--- src/rtl/opaddr_pkg.sv ---
// Shared types for the operand addressing unit.
// Assumes a 3-bit mode code whose numeric order is part of the interface.
package opaddr_pkg;

    typedef enum logic [2:0] {
        AM_REG = 3'd0,
        AM_IDX = 3'd1,
        AM_SYM = 3'd2,
        AM_ABS = 3'd3,
        AM_IND = 3'd4,
        AM_INC = 3'd5,
        AM_IMM = 3'd6,
        AM_RSV = 3'd7
    } amode_e;

    typedef enum logic [1:0] {
        OK_REG = 2'd0,
        OK_MEM = 2'd1,
        OK_IMM = 2'd2,
        OK_BAD = 2'd3
    } okind_e;

endpackage

--- src/rtl/opaddr_mode_check.sv ---
// Classifies a request into register / memory / immediate / illegal and
// flags post-increment. Assumes destinations allow only codes 0..3.
module opaddr_mode_check
    import opaddr_pkg::*;
(
    input  logic   is_dst,
    input  amode_e mode,
    output okind_e kind,
    output logic   post_inc
);

    // Map the mode code and operand role onto an outcome class.
    always_comb begin
        kind     = OK_BAD;
        post_inc = 1'b0;
        if (is_dst && (mode > AM_ABS)) begin
            kind = OK_BAD;
        end else begin
            case (mode)
                AM_REG:                         kind = OK_REG;
                AM_IDX, AM_SYM, AM_ABS, AM_IND: kind = OK_MEM;
                AM_INC: begin
                    kind     = OK_MEM;
                    post_inc = 1'b1;
                end
                AM_IMM:                         kind = OK_IMM;
                default:                        kind = OK_BAD;
            endcase
        end
    end

endmodule

--- src/rtl/opaddr_ea_calc.sv ---
// Computes the memory effective address for each memory mode.
// Assumes the sums wrap at the data width; non-memory modes return zero.
module opaddr_ea_calc
    import opaddr_pkg::*;
#(
    parameter int DW = 16
) (
    input  amode_e        mode,
    input  logic [DW-1:0] ext_word,
    input  logic [DW-1:0] pc_in,
    input  logic [DW-1:0] reg_rdata,
    output logic [DW-1:0] addr
);

    // Select the base and offset that form the address.
    always_comb begin
        case (mode)
            AM_IDX:         addr = ext_word + reg_rdata;
            AM_SYM:         addr = ext_word + pc_in;
            AM_ABS:         addr = ext_word;
            AM_IND, AM_INC: addr = reg_rdata;
            default:        addr = '0;
        endcase
    end

endmodule

--- src/rtl/opaddr_ptr_step.sv ---
// Produces the advanced pointer for post-increment. The step depends on the
// operand size. Assumes both step sizes fit the data width.
module opaddr_ptr_step #(
    parameter int DW        = 16,
    parameter int WORD_STEP = 2,
    parameter int BYTE_STEP = 1
) (
    input  logic          byte_op,
    input  logic [DW-1:0] ptr,
    output logic [DW-1:0] ptr_next
);

    localparam logic [DW-1:0] WSTEP = DW'(WORD_STEP);
    localparam logic [DW-1:0] BSTEP = DW'(BYTE_STEP);

    generate
        if (WORD_STEP == BYTE_STEP) begin : g_same
            // One step size serves both operand widths.
            assign ptr_next = ptr + WSTEP;
        end else begin : g_split
            // Pick the step from the operand size.
            assign ptr_next = ptr + (byte_op ? BSTEP : WSTEP);
        end
    endgenerate

endmodule

--- src/rtl/opaddr_unit.sv ---
// Operand addressing unit top. Classifies the operand and computes its
// location, then registers the result with a one-cycle latency. Assumes
// reg_rdata belongs to reg_idx and pc_in is the extension word's address.
module opaddr_unit
    import opaddr_pkg::*;
#(
    parameter int DW        = 16,
    parameter int RW        = 4,
    parameter int WORD_STEP = 2,
    parameter int BYTE_STEP = 1
) (
    input  logic          clk,
    input  logic          rst_n,
    input  logic          req_valid,
    input  logic          is_dst,
    input  logic [2:0]    mode,
    input  logic [RW-1:0] reg_idx,
    input  logic          byte_op,
    input  logic [DW-1:0] ext_word,
    input  logic [DW-1:0] pc_in,
    input  logic [DW-1:0] reg_rdata,
    output logic          out_valid,
    output logic          out_is_reg,
    output logic [RW-1:0] out_reg_idx,
    output logic          out_is_mem,
    output logic [DW-1:0] out_addr,
    output logic          out_is_imm,
    output logic [DW-1:0] out_imm,
    output logic          out_illegal,
    output logic          wb_en,
    output logic [RW-1:0] wb_idx,
    output logic [DW-1:0] wb_data
);

    localparam logic [DW-1:0] WSTEP = DW'(WORD_STEP);
    localparam logic [DW-1:0] BSTEP = DW'(BYTE_STEP);

    amode_e        mode_e;
    okind_e        kind;
    logic          post_inc;
    logic [DW-1:0] ea;
    logic [DW-1:0] ptr_next;

    assign mode_e = amode_e'(mode);

    opaddr_mode_check u_check (
        .is_dst   (is_dst),
        .mode     (mode_e),
        .kind     (kind),
        .post_inc (post_inc)
    );

    opaddr_ea_calc #(.DW(DW)) u_ea (
        .mode      (mode_e),
        .ext_word  (ext_word),
        .pc_in     (pc_in),
        .reg_rdata (reg_rdata),
        .addr      (ea)
    );

    opaddr_ptr_step #(.DW(DW), .WORD_STEP(WORD_STEP), .BYTE_STEP(BYTE_STEP)) u_step (
        .byte_op  (byte_op),
        .ptr      (reg_rdata),
        .ptr_next (ptr_next)
    );

    // Capture the classified result one cycle after the request.
    always_ff @(posedge clk) begin
        if (!rst_n) begin
            out_valid   <= 1'b0;
            out_is_reg  <= 1'b0;
            out_reg_idx <= '0;
            out_is_mem  <= 1'b0;
            out_addr    <= '0;
            out_is_imm  <= 1'b0;
            out_imm     <= '0;
            out_illegal <= 1'b0;
            wb_en       <= 1'b0;
            wb_idx      <= '0;
            wb_data     <= '0;
        end else begin
            out_valid   <= req_valid;
            out_is_reg  <= req_valid && (kind == OK_REG);
            out_reg_idx <= (kind == OK_REG) ? reg_idx : '0;
            out_is_mem  <= req_valid && (kind == OK_MEM);
            out_addr    <= (kind == OK_MEM) ? ea : '0;
            out_is_imm  <= req_valid && (kind == OK_IMM);
            out_imm     <= (kind == OK_IMM) ? ext_word : '0;
            out_illegal <= req_valid && (kind == OK_BAD);
            wb_en       <= req_valid && post_inc;
            wb_idx      <= post_inc ? reg_idx : '0;
            wb_data     <= post_inc ? ptr_next : '0;
        end
    end

    // an illegal result carries no other outcome or write-back.
    p_illegal_alone_r3: assert property (@(posedge clk) disable iff (!rst_n)
        out_illegal |-> (!out_is_reg && !out_is_mem && !out_is_imm && !wb_en));

    // a valid result has exactly one outcome class.
    p_one_outcome_r10: assert property (@(posedge clk) disable iff (!rst_n)
        out_valid |-> $countones({out_is_reg, out_is_mem, out_is_imm, out_illegal}) == 1);

    // no outcome flag without the strobe.
    p_quiet_idle_r10: assert property (@(posedge clk) disable iff (!rst_n)
        !out_valid |-> (!out_is_reg && !out_is_mem && !out_is_imm && !out_illegal && !wb_en));

    // write-back only goes with a memory address, and the pointer advances by a legal step.
    p_wb_step_r8: assert property (@(posedge clk) disable iff (!rst_n)
        wb_en |-> (out_is_mem && ((wb_data - out_addr == WSTEP) || (wb_data - out_addr == BSTEP))));

    // an immediate never produces a write-back.
    p_imm_no_wb_r9: assert property (@(posedge clk) disable iff (!rst_n)
        out_is_imm |-> !wb_en);

    // reset clears the strobe on the following edge.
    p_reset_clear_r1: assert property (@(posedge clk)
        !rst_n |=> (!out_valid && !wb_en));

endmodule

--- config.mk ---
export PLATFORM = sky130hd
export DESIGN_NAME = opaddr_unit
export DESIGN_NICKNAME = d
export VERILOG_FILES = /design/src/rtl/opaddr_pkg.sv /design/src/rtl/opaddr_mode_check.sv /design/src/rtl/opaddr_ea_calc.sv /design/src/rtl/opaddr_ptr_step.sv /design/src/rtl/opaddr_unit.sv
export SDC_FILE = /design/constraint.sdc
export NUM_CORES = 1
export LEC_CHECK = 0
export BUFFER_PORTS_ARGS = -buffer_cell sky130_fd_sc_hd__buf_4
export CELL_PAD_IN_SITES_DETAIL_PLACEMENT = 1
export CELL_PAD_IN_SITES_GLOBAL_PLACEMENT = 1
export CORE_UTILIZATION = 38
export DETAILED_ROUTE_END_ITERATION = 10
export MAX_ROUTING_LAYER = met4
export PLACE_DENSITY = 0.81
export SYNTH_ARGS = -nofsm -noshare
export SYNTH_HDL_FRONTEND = slang
export SYNTH_SLANG_ARGS = --single-unit
--- constraint.sdc ---
create_clock -name clk -period 10.8 [get_ports clk]
set_input_delay 2.16 -clock clk [delete_from_list [all_inputs] [get_ports clk]]
set_output_delay 2.16 -clock clk [all_outputs]
set_load 0.005 [all_outputs]
Word-level counts from Yosys, hierarchy flattened

Index checks and enable logic that the tools add are counted.

Div/mod/pow operators: 0
Order comparisons: 1
Mux-type cells: 6
Shift-type cells: 0
Multipliers: 0
Add/sub/neg operators: 3
Bitwise gates (word level): 0
Equal/unequal tests: 9
Reduce and logical (&&, ||, !) cells: 14

Operators by type and width:

| cell                                                          | count |
|---|---|
| one-hot mux 16 bit (4 select lines)                           | 1 |
| adder 16 bit                                                  | 3 |
| equality test 3 bit, second input constant                    | 3 |
| AND reduction 2 bit                                           | 4 |
| equality test 3 x 2 -> 1 bit, second input constant           | 2 |
| logical AND 1 bit                                             | 6 |
| one-hot mux 2 bit (3 select lines)                            | 1 |
| OR reduction 5 bit                                            | 1 |
| equality test 2 bit, second input constant                    | 2 |
| two-way mux 2 bit                                             | 2 |
| equality test 3 x 1 -> 1 bit, second input constant           | 1 |
| greater-than comparator 3 x 2 -> 1 bit, second input constant | 1 |
| logical NOT 3 bit                                             | 1 |
| equality test 2 x 1 -> 1 bit, second input constant           | 1 |
| logical NOT 2 bit                                             | 1 |
| two-way mux 1 bit                                             | 2 |
| OR reduction 2 bit                                            | 1 |

Flip-flop bits (word level): 62
Latch bits: 0
Logic and storage cells: 44
Bits of input ports: 60
Bits in read-only memories: 0
Memory bits (writable): 0
Memories: 0

Logic depth before layout (Yosys ltp)

Gate-level depths: netlist of run 1.

Depth in word-level cells: 6
Depth in mapped cells: 14
Depth with buffers taken out: 12

Modules after synthesis

From an unflattened synthesis of run 1, not the netlist that was laid out.

Cell total of the unflattened synthesis: 384
Area total of the unflattened synthesis: 3672.3 um2

By module, submodules not included:

| module            | times used | cells an instance | area each (um2) | seq. area each (um2) |
|---|---|---|---|---|
| opaddr_unit       | 1          | 140               | 1880.6          | 1241.2 |
| opaddr_ea_calc    | 1          | 198               | 1423.9          | 0.0 |
| opaddr_ptr_step   | 1          | 40                | 336.6           | 0.0 |
| opaddr_mode_check | 1          | 6                 | 31.3            | 0.0 |

Worst setup path after synthesis of run 1

Ideal clock, no wire load.

Path type: input -> register
From: input mode[1]
To: register out_addr[12]
Stages: 14
Path slack: 5.767 ns
Arrival: 4.911 ns
Required time: 10.678 ns
Cells stage by stage: buf_2 > nand2b_1 > nor2_2 > buf_2 > mux2_2 > ha_1 > inv_1 > fa_1 > and2b_1 > o2111ai_1 > a21oi_1 > o211ai_1 > o21ai_0 > a311o_1

Cells in the longest elaborated chain, start to end: 6
Elaborated cells between the ends (all ways): 16
Classes of those cells: 1 x order compare; 7 x eq/ne; 3 x mux; 5 x reduce/logical

Ends and longest elaborated chain:

| what                                                 | RTL line                                      | RTL |
|---|---|---|
| start, declared                                      | opaddr_unit.sv:16                             | `input logic [2:0] mode,` |
| equality test 3 x 1 -> 1 bit (tied with other cells) | opaddr_mode_check.sv:19, opaddr_ea_calc.sv:17 |  |
| OR reduction 5 bit (no line)                         | --                                            |  |
| one-hot mux 2 bit (3 select lines)                   | opaddr_mode_check.sv:19                       | `case (mode)` |
| two-way mux 2 bit                                    | opaddr_mode_check.sv:16                       | `if (is_dst && (mode > AM_ABS)) begin` |
| equality test 2 x 1 -> 1 bit                         | opaddr_unit.sv:86                             | `out_addr <= (kind == OK_MEM) ? ea : '0;` |
| AND reduction 2 bit (no line)                        | --                                            |  |
| end signal, assigned                                 | opaddr_unit.sv:86                             |  |
| end, declared                                        | opaddr_unit.sv:26                             | `output logic [DW-1:0] out_addr,` |

Parallel ways exist; a longest one is shown, timed or not.
A chain may end at the register's enable or synchronous reset.

Final worst setup path of run 1

From: input mode[0]
To: register out_addr[12]

Same word-level chain as after synthesis.

==> impl_results.md, run 1 <==
- Status: finished clean
- Placed cells: 555
- Sequential-to-total area share from yosys stat: about two fifths
- Total core area: about 0.008 mm^2
- Setup TNS: 0 ns
- Non-Filler Instances: 570
- Final wirelength: 9.950 mm
- Number of buffers created by CTS: 9
- Period utilization: 50.00%
- Commonest non-fill, non-tap cells in the layout: 122 x buf_4, 62 x dfxtp_1, 28 x and2_1
- DRT antenna net count: 0
- Hold Vio Cnt, Final: 0
- Synth Register Bits: 62
- First-pass DRT Iterations: 4
- First-pass GRT wire length: 16.11 mm
- Req. time, crit path: 11.03 ns
- Post-synth cell types: around 50
- CTS Buffer Depth: 2
- Commonest non-fill, non-tap cell in the layout: buf_4
- Layout cell share with drive strength beyond 1: between 30% and 40%
- DP Area: 0.004124 mm^2
- Residual DRC: 0
- Final min period: ~5.4 ns
- HPWL Detailed: 7.629 mm
- Max transition margin: 35.04%
- Final worst slack: 5.400 ns
- Endpoints failing setup: 0
- Hold WC Path Type: input pin to register
- Port bufs: 121
- Total gr overflow: 0
- Initial antenna violation count: 0
- Row cnt: 32
- Mapped cell area: 0.003132 mm^2
- Pwr dens: approximately 140 mW/mm^2
- Post-Synthesis Cells: between 300 and 400
- Fillers: ~960
- Hold_buf cts: 0
- Pleak: 1.974 nW
- Arr. time, crit path: 5.63 ns
- Synth Flop Type: dfxtp_1
- Post-layout util: 55.37%
- Max Cap Viol: 0
- GP Congestion: slightly above 0.8
- DR vias/cell: approximately 5.3
- Die ar.: between 0.008 and 0.009 mm^2
- DP Worst Slack: slightly above 5 ns
- YS warnings: 0
- Crit Path Max Fanout: 18
- Syn_area_per_cell: 9.130 um^2
- Syn_nets: 422
- Syn-to-layout area delta: 38.75%
- CP Class: input pin to register
- Avg WL per Cell: about 17 um
- Die W: 92.78 um
- Die boundary height: 92.78 um
- Global Route Usage Sum: 24.99%
- PnR Total Power: between 0.5 and 0.6 mW
- Fraction of registers with async set or reset after synthesis: 0%
- Top flop regs: out_addr (16), out_imm (16), wb_data (16)
- Fmax: 185.2 MHz
- Nets@finish: 543
- Fin area: approximately 0.0043 mm^2
- Max-slew violations: 0
- Via count of the first global-routing pass: 3112
- Peak VDD IR: 52.51 uV
- Worst Hold Slack: 2.027 ns
- Clk sink count: 62
- Register area: roughly 0.0012 mm^2
- Number of synthesized flops with an enable pin: 0
- CTS tree: yes
- Initial cell density of the core: 39.91%
- Post-CTS setup buffers: 0
- Io pins: 122
- Antenna fix cells: 0
- Startpoint types: input pin
- Initial DRC Count: 150
- CP Capture Type: register
- Area occupied by multi-input gates: 0.001798 mm^2
- Root buffer cell: clkbuf_8
- Via total after detailed routing: around 3000
- H-Tree Depth: 3
- Pin count of the biggest net entering global routing: 19
- Post-CTS Resized: 0
- RSZ-0062 raised after global routing: no
- Worst-Margin Slew: 0.9734 ns
- Worst-path clk slew: 0.08 ns
==> logic make-up after synthesis <==
group	Yosys count	share of synthesized area, %
AO/OA/AOI/OAI	81	17.42
XOR/XNOR	24	6.712
adder cells (fa/ha/maj)	19	8.070
buffers and inverters	23	2.956
flip-flops	62	39.63
multiplexers	17	5.993
AND/OR/NAND/NOR	117	19.22
==> synth_stat cells (all sizes together), types with 4 or more instances <==
| cell type | number | share of area [%] |
|---|---|---|
| nand2 | 27 | 3.2 |
| dfxtp | 62 | 40 |
| o21ai | 13 | 2.1 |
| and3 | 5 | 1.0 |
| xor2 | 12 | 3.4 |
| nand3 | 7 | 1.1 |
| nand4 | 6 | 1.2 |
| and2 | 29 | 5.8 |
| a21o | 5 | 1.2 |
| o22ai | 7 | 1.4 |
| clkbuf | 7 | 0.84 |
| a22oi | 12 | 2.9 |
| a21oi | 19 | 3.0 |
| xnor2 | 12 | 3.4 |
| inv | 11 | 1.3 |
| buf | 5 | 0.80 |
| nor2 | 26 | 3.2 |
| ha | 17 | 6.8 |
| o211ai | 4 | 0.96 |
| mux2 | 14 | 5.0 |
==> metal layers <==
layer / global-route usage [%] / up-vias / routed length, um
li1: - / 1464 / -
met4: 7.051 / 0 / 146
met5: - / - / 0
met3: 4.433 / 10 / 526
met2: 41.24 / 93 / 4919
met1: 31.28 / 1434 / 4358
==> power breakdown <==
part	total (mW)	leakage, nW	internal [mW]	switching (mW)
sequential	0.236	0.502	0.234	0.00187
clock	0.235	0.115	0.141	0.0941
combinational	0.118	1.36	0.0557	0.0623
total	0.589	1.97	0.430	0.158
==> worst max-delay path, cell delays in order <==
cell	delay [ns]
buf_4	0.17
nand2b_1	0.19
nor2_2	0.75
mux2_2	0.31
ha_1	0.19
inv_1	0.06
fa_1	0.40
and2b_1	0.23
o2111ai_1	0.14
a21oi_1	0.26
o211ai_1	0.18
o2111a_1	0.27
a311o_1	0.30
==> layout make-up <==
cell class                      count  area share (%)
Clock buffer                       11           3.484
Clock inverter                      4           1.612
Inverter                           11          0.9502
Multi-Input combinational cell    258           41.38
Sequential cell                    62           28.56
Tap cell                          102           2.937
Timing Repair Buffer              122           21.08
==> worst paths after layout <==
| check | startpoint | endpoint | slack [ns] | depth (start not counted) |
|---|---|---|---|---|
| min | reg_idx[2] | wb_idx[2]$_SDFF_PN0_ | 2.03 | 2 |
| max | mode[0] | out_addr[12]$_SDFF_PN0_ | 5.40 | 13 |
(Power assumes the default switching activity.)
==> run 2: changes to the inputs <==
CORE_UTILIZATION = 35   (was 38)
PLACE_DENSITY = 0.75   (was 0.81)
clock period = 5.63 ns   (was 10.8 ns; I/O delays follow)
==> impl_results.md, run 2 (synthesis gave the netlist of run 1 again) <==
- CP Capture Type: register
- Top flop regs: out_addr (16), out_imm (16), wb_data (16)
- Root buffer cell: clkbuf_8
- Total gr overflow: 0
- Req. time, crit path: 5.83 ns
- DP Area: ~0.0041 mm^2
- Crit path max-delay cell type: o31ai_1
- Post-CTS setup buffers: 0
- H-Tree Depth: 3
- Via total after detailed routing: 3001
- Via count of the first global-routing pass: 2980
- DP Worst Slack: ~1.5 ns
- PnR Total Power: 1.047 mW
- Post-layout util: 49.84%
- Final min period: 3.809 ns
- Hold WC Path Type: input pin to register
- Initial antenna violation count: 0
- CTS tree: yes
- First-pass DRT Iterations: 5
- Io pins: 122
- Pwr dens: 242.1 mW/mm^2
- Die W: 96.60 um
- Residual DRC: 0
- DR vias/cell: approximately 5.2
- Row cnt: 34
- Critical Path Most Common Cell: buf_4
- GP Congestion: ~0.86
- Hold Vio Cnt, Final: 0
- CP Class: input pin to register
- Global Route Usage Sum: 22.59%
- Sequence of cells on the critical path: buf_4 -> nand2b_1 -> nor2_2 -> buf_4 -> mux2_2 -> ha_1 -> a21o_1 -> o21bai_1 -> o31ai_1 -> o21ai_0 -> xnor2_1 -> o22ai_1
- Pleak: about 2.0 nW
- Avg WL per Cell: 17.16 um
- Arr. time, crit path: 4.01 ns
- Fin area: 0.004325 mm^2
- Peak VDD IR: 94.34 uV
- Worst Hold Slack: 0.9939 ns
- Setup TNS: 0 ns
- CTS Buffer Depth: 2
- Worst-Margin Slew: 0.6735 ns
- Endpoints failing setup: 0
- Commonest non-fill, non-tap cells in the layout: 123 x buf_4, 62 x dfxtp_1, 28 x and2_1
- DRT antenna net count: 0
- HPWL Detailed: between 7 and 8 mm
- Final wirelength: between 9 and 10 mm
- Placed cells: between 500 and 600
- Layout cell share with drive strength beyond 1: between 30% and 40%
- Hold_buf cts: 0
- Pin count of the biggest net entering global routing: 19
- Period utilization: about two thirds
- RSZ-0062 raised after global routing: no
- Post-CTS Resized: 0
- Non-Filler Instances: ~580
- Number of buffers created by CTS: 9
- Antenna fix cells: 0
- Total core area: 0.008678 mm^2
- Die ar.: 0.009331 mm^2
- Max transition margin: 54.99%
- Initial cell density of the core: around 36%
- Commonest non-fill, non-tap cell in the layout: buf_4
- First-pass GRT wire length: 15.17 mm
- Status: finished clean
- Max Cap Viol: 0
- Fmax: 262.5 MHz
- Startpoint types: input pin
- Crit-path max cell delay: 0.48 ns
- Max-slew violations: 0
- Die boundary height: just under 100 um
- Port bufs: 121
- Nets@finish: 544
- Initial DRC Count: 123
- Worst-path clk slew: around 0.07 ns
- Syn-to-layout area delta: 38.11%
- Clk sink count: 62
- Final worst slack: around 1.8 ns
- Crit Path Max Fanout: 17
[run 2: cell count changes in the layout (fill, tap and decap cells not counted), sizes merged]
cell / change
bufinv: -2
clkbuf: +2
clkinvlp: +1
buf: +1
[run 2: per-layer routing]
layer / up-vias / global-route usage [%] / routed length (um)
met2: 77 / 38.26 / 4863
li1: 1464 / - / -
met4: 0 / 7.353 / 149
met1: 1448 / 27.49 / 4492
met5: - / - / 0
met3: 12 / 3.365 / 413
[run 2: worst max-delay path, delay by kind of cell]
family / cells / cell delay [ns]
compound gates: 5 / 1.19
simple gates: 2 / 0.32
fa+ha+maj: 1 / 0.36
mux: 1 / 0.37
buf+inv: 2 / 0.45
xor+xnor: 1 / 0.19
[run 2: area by class of cell]
class | count | area [um^2]
fillers | 1066 | 4353
multi-input cells | 258 | 1798
flip-flops and latches | 62 | 1241
repair buffers | 123 | 923.4
clock buffers | 13 | 168.9
well taps | 108 | 135.1
inverters | 11 | 41.29
clock inverters | 3 | 17.52
[run 2: power breakdown]
| group | internal [mW] | switching, mW |
|---|---|---|
| logic | 0.107 | 0.119 |
| registers | 0.449 | 0.00370 |
| clock network | 0.195 | 0.173 |
| total | 0.751 | 0.296 |
[run 2: path summary, 6_finish.rpt]
kind / from / to / slack [ns] / depth (start not counted)
worst max-delay path: mode[0] / out_addr[9]$_SDFF_PN0_ / 1.82 / 12
worst min-delay path: reg_idx[0] / out_reg_idx[0]$_SDFF_PN0_ / 0.99 / 2
